--- config.mk ---
export PLATFORM = sky130hd
export DESIGN_NAME = core_state_seq
export DESIGN_NICKNAME = d
export VERILOG_FILES = /design/src/rtl/core_state_seq.sv
export SDC_FILE = /design/constraint.sdc
export NUM_CORES = 1
export LEC_CHECK = 0
export ABC_CLOCK_PERIOD_IN_PS = 1800
export CORE_UTILIZATION = 30
export DETAILED_ROUTE_END_ITERATION = 16
export PLACE_DENSITY = 0.76
export SETUP_SLACK_MARGIN = 0.3
export SKIP_CTS_REPAIR_TIMING = 1
export SLEW_MARGIN = 25
export SYNTH_ARGS = -nofsm -noshare
export SYNTH_HDL_FRONTEND = slang
export SYNTH_SLANG_ARGS = --single-unit
--- constraint.sdc ---
create_clock -name clk -period 1.8 [get_ports clk]
set_input_delay 0.36 -clock clk [delete_from_list [all_inputs] [get_ports clk]]
set_output_delay 0.36 -clock clk [all_outputs]
set_load 0.005 [all_outputs]
--- src/rtl/core_state_seq.sv ---
module core_state_seq #(
  parameter int ADDR_W = 16,
  parameter int DATA_W = 16,
  parameter int MODE_W = 2,
  parameter logic [ADDR_W-1:0] VEC_PIN  = 'h0000,
  parameter logic [ADDR_W-1:0] VEC_WDOG = 'h0002,
  parameter logic [ADDR_W-1:0] VEC_TMR  = 'h0004
) (
  input  logic              clk,
  input  logic              rst_pin_n,
  input  logic              wdog_zero,
  input  logic              tmr_reset,
  input  logic [MODE_W-1:0] mode_pins,
  input  logic              dbg_req,
  input  logic              wait_req,
  input  logic              irq_req,
  input  logic              irq_en,
  output logic [2:0]        state,
  output logic              init_stb,
  output logic [1:0]        cause,
  output logic [MODE_W-1:0] mode_bits,
  output logic [ADDR_W-1:0] start_addr,
  output logic [DATA_W-1:0] mod_init,
  output logic [DATA_W-1:0] stat_init,
  output logic [DATA_W-1:0] opmode_init
);
  localparam logic [2:0] ST_RST = 3'd0, ST_NRM = 3'd1, ST_EXC = 3'd2,
                         ST_DBG = 3'd3, ST_WAIT = 3'd4;
  localparam logic [1:0] C_NONE = 2'd0, C_TMR = 2'd1, C_WDOG = 2'd2, C_PIN = 2'd3;
  localparam logic [DATA_W-1:0] STAT_RST = DATA_W'(16'h0300);

  logic [1:0] sync;
  logic [1:0] cur;
  logic [2:0] nxt;
  logic       irq_ok, release_now;
  logic [ADDR_W-1:0] vec;

  always_ff @(posedge clk or negedge rst_pin_n)
    if (!rst_pin_n) sync <= '0;
    else            sync <= {sync[0], 1'b1};

  assign cur = !sync[1] ? C_PIN : wdog_zero ? C_WDOG : tmr_reset ? C_TMR : C_NONE;
  assign irq_ok = irq_req && irq_en;
  assign release_now = (state == ST_RST) && (cur == C_NONE);
  assign vec = (cause == C_PIN) ? VEC_PIN : (cause == C_WDOG) ? VEC_WDOG : VEC_TMR;

  always_comb begin
    nxt = state;
    if (cur != C_NONE) nxt = ST_RST;
    else
      case (state)
        ST_RST:  nxt = dbg_req ? ST_DBG : ST_NRM;
        ST_NRM:  nxt = irq_ok ? ST_EXC : dbg_req ? ST_DBG : wait_req ? ST_WAIT : ST_NRM;
        ST_EXC:  nxt = ST_NRM;
        ST_DBG:  nxt = dbg_req ? ST_DBG : ST_NRM;
        ST_WAIT: nxt = irq_ok ? ST_EXC : ST_WAIT;
        default: nxt = ST_RST;
      endcase
  end

  always_ff @(posedge clk or negedge rst_pin_n)
    if (!rst_pin_n) begin
      state      <= ST_RST;
      init_stb   <= 1'b0;
      cause      <= C_PIN;
      mode_bits  <= '0;
      start_addr <= '0;
    end else begin
      state    <= nxt;
      init_stb <= release_now;
      if (cur != C_NONE && (state != ST_RST || cur > cause)) cause <= cur;
      if (release_now) begin
        mode_bits  <= mode_pins;
        start_addr <= vec;
      end
    end

  assign mod_init    = '1;
  assign stat_init   = STAT_RST;
  assign opmode_init = DATA_W'(mode_bits);
endmodule

# Yosys cells after proc, flatten, opt, wreduce, memory -nomap -nowiden

Cells that the tools add are included.

Word-level logic and storage cells: 34
Bits in registers: 26
Bits of input ports: 10
Output and inout port bits: 72

Magnitude comparators: 1
Equality and inequality tests: 6
Muxes and demuxes: 12
Reductions and logical operators: 9

Operators with widths:

| operator                                                              | number |
|---|---|
| 3-bit two-way mux                                                     | 7 |
| 3-bit one-hot mux with 4 select lines                                 | 1 |
| 3-bit by 2-bit equality test with 1-bit output, second input constant | 2 |
| 2-bit two-way mux                                                     | 3 |
| 2-bit equality test, second input constant                            | 2 |
| 3-bit by 1-bit equality test with 1-bit output, second input constant | 1 |
| 3-bit equality test, second input constant                            | 1 |
| 1-bit logical AND                                                     | 3 |
| 3-bit logical NOT                                                     | 1 |
| 3-bit nonzero test                                                    | 1 |
| 2-bit greater-than comparator                                         | 1 |
| 2-bit logical NOT                                                     | 1 |
| 2-bit nonzero test                                                    | 1 |
| 2-bit OR reduction                                                    | 1 |
| 1-bit logical OR                                                      | 1 |
| 1-bit two-way mux                                                     | 1 |

# Longest topological paths before layout

Depth in word-level cells: 6
Depth in mapped cells: 7
Depth with buffers taken out: 7

# Worst setup path before layout

Ideal clock, no wire load.

Path kind: register -> register
Start: register cause[1]
End: register cause[1]
Data arrival time: 1.621 ns
Cell stages (with the launch flop): 7
Required time: 1.721 ns
Period minus slack after synthesis: 1.701 ns
Setup slack: 0.099 ns
Setup time: 0.079 ns
Buffers on the path: 0
Cells stage by stage: dfstp_2 > inv_1 > ha_1 > nor2b_1 > a2bb2oi_1 > or2_2 > a22o_1

Word-level cells in the longest chain between the ends: 3

Ends and longest elaborated chain:

| element                       | RTL line | RTL |
|---|---|---|
| from (decl)                   | 20       | `output logic [1:0] cause,` |
| from (signal assigned)        | 71       | `if (cur != C_NONE && (state != ST_RST \|\| cur > cause)) cause <= cur;` |
| 2-bit greater-than comparator | 71       |  |
| 1-bit logical OR              | 71       |  |
| 1-bit logical AND             | 71       |  |

Every way passes these cells.
A chain may end at the register's enable or synchronous reset.

# Worst setup path in the final report

Same ends and word-level chain as after synthesis.

==> impl_metrics.ini <==
[layout]
diodes = 0
fillers = 364
fin_nets = 161
layout_common_cells = conb_1 (61), dlymetal6s2s_1 (13), buf_4 (11)
area_growth_pct = 19.7
finish.instance_area_um2 = 1260
final_common_cell = conb_1
drive_above_1_share = 0.238

[clock_network]
clkTransAtPathRegs_ns = 0.07
clockBufferDepth = 2
cts_max_level = 1
numCtsBuffers = 3
cts_sinks = 12
cts_tree = done
clk_latency_ns = 0.26
clockRootBuffer = clkbuf_4

[setup_path]
critPathRequiredTime_ns = 2.00
cp_max_fo = 4
worst-endpoint-arrival_ns = 1.77
cp-end-kind = flop
start_kind = flop
path_class = flop to flop

[sta]
worst_slew_pin_slew_ns = 0.525
rsz0062_at_grt = yes
final.setup.tns_ns = 0
finClkSkew_ns = 0.00126
clock.fmax_mhz = 634
holdWs_ns = 0.352
final_hold_viol_count = 0
fin_crit_sh = 0.877
min_period_ns = 1.58
final_max_slew_viol_count = 0
layout_setup_ws_ns = 0.222
slew_headroom = 0.649
setup_viol = 0

[global_route]
grt_pass1_vias = 481
grt_pass1_wl_um = 2100
grt_overflow = 0
grt_antenna_before_repair = 0
grt_max_degree = 13
grt_use_total = 0.0795

[die]
die_x_um = 61.3
fp.dieH_um = 61.3
ioPinCount = 82
core_area_um2 = 3360
start_util = 0.313
dieArea_um2 = 3750
rows = 21

[drt]
vias = 686
vias_per_cell = 3.55
dr.pass1.iters = 4
drt-wirelength-per-cell_um = 7.74
finalWirelength_um = 1490
drtIter0Drc = 16
drc = 0
ant_nets = 0

[synth]
avgSynthCellArea_um2 = 9.16
ys_seq_area_frac = 0.287
yosysTopAreaCell = buf_4
synth_area_leaders = buf_4 (44%), dfrtp_1 (24%), dfstp_2 (5.0%), mux2_4 (2.9%), ha_1 (2.4%)
yosys.area.top_type_share = 0.442
synth_compound_gate_area_share = 0.0926
synth-seq-cells = 12
synth_cells = 115
synthAdderAreaFrac = 0.0238
synthMuxAreaShare = 0.0285
synth_warnings = 0
synth_top_family_by_area = buffers and inverters
yosysUniqueCellTypes = 29
synthXorXnorAreaFrac = 0
synthSimpleGateAreaFrac = 0.0974
synth_area_um2 = 1050

[placement]
hpwl_um = 1170
numPortBuffers = 21
placed_area_um2 = 1130
place_congestion = 0.744
detailedPlace.worstSlack_ns = -0.277

[pwr]
ir_drop_mv = 0.284
powerDensity_nw_per_um2 = 822
power.total_mw = 1.04
p_leak_nw = 0.781

[hold_path]
hold_class = flop to flop

[outcome]
status = finished, final reports clean

[job]
drv_cap = 0
worst max-delay path, cell delays in order (launching register included):
cell,delay [ns]
dfstp_2,0.56
inv_2,0.06
ha_4,0.21
nor2b_4,0.12
a2bb2oi_2,0.13
or2_4,0.22
a22o_1,0.22
registers in the layout (all words and copies together), names as in the netlist:
| signal | count |
|---|---|
| start_addr | 2 |
| sync | 2 |
| state | 3 |
| cause | 2 |
| mode_bits | 2 |
| init_stb | 1 |
layer usage:
layer / global-route usage / vias up / wire [um]
met1: 0.0796 / 326 / 537
met2: 0.143 / 44 / 800
li1: - / 314 / -
met4: 0.0195 / 0 / 7
met3: 0.0441 / 2 / 148
met5: 0 / - / 0
layout make-up:
type	count	area, um2	share of cell area
clock buffers	3	22.5	0.0179
multi-input cells	96	527	0.418
well taps	46	57.6	0.0456
inverters	3	11.3	0.00893
repair buffers	33	337	0.267
flip-flops and latches	12	307	0.243
logic make-up (layout without fill, tap and decap cells):
family	Yosys count	count (layout)
other	2	61
AND/OR/NAND/NOR	17	17
adder cells (fa/ha/maj)	2	2
flip-flops	12	12
multiplexers	2	2
buffers and inverters	66	39
AO/OA/AOI/OAI	14	14
power by group:
group | total (mW) | internal [mW] | switching (mW)
Clock | 0.155 | 0.0772 | 0.0774
Combinational | 0.495 | 0.310 | 0.185
Sequential | 0.387 | 0.342 | 0.0454
Total | 1.04 | 0.729 | 0.308
final timing paths:
path,start,end,slack [ns],cells past startpoint
setup / recovery,cause[1],cause[1],0.22,6
hold / removal,sync[0],sync[1],0.35,0
setup reg to reg,cause[1],cause[1],0.22,6
hold reg to reg,sync[0],sync[1],0.35,0
max in group asynchronous,rst_pin_n,state[0],0.98,1
min in group asynchronous,rst_pin_n,init_stb,0.44,1
Yosys cell counts:
master and number:
nor2_1 3, a2bb2oi_1 2, conb_1 2, nor3b_1 1, mux2_4 2, o2bb2ai_1 1
or2_1 1, or3b_4 1, a2111oi_0 1, a22o_1 1, o21a_1 1, or2_2 1
nand2_1 3, a21boi_0 1, o21ai_0 3, o31ai_1 1, a21oi_1 2, buf_4 62
inv_1 3, ha_1 2, or3_4 1, a31oi_1 1, nor2b_1 3, dfrtp_1 10
nand4_1 1, buf_6 1, dfstp_2 2, nor3_1 1, and2b_1 1
stage by stage:
step | std cells | utilization
floorplan | 174 | -
global placement | 183 | 0.337
detailed placement | 183 | 0.337
CTS | 186 | 0.343
global route | 193 | 0.375
finish | 193 | 0.375
Note: power is estimated with default switching activity, not from simulation.
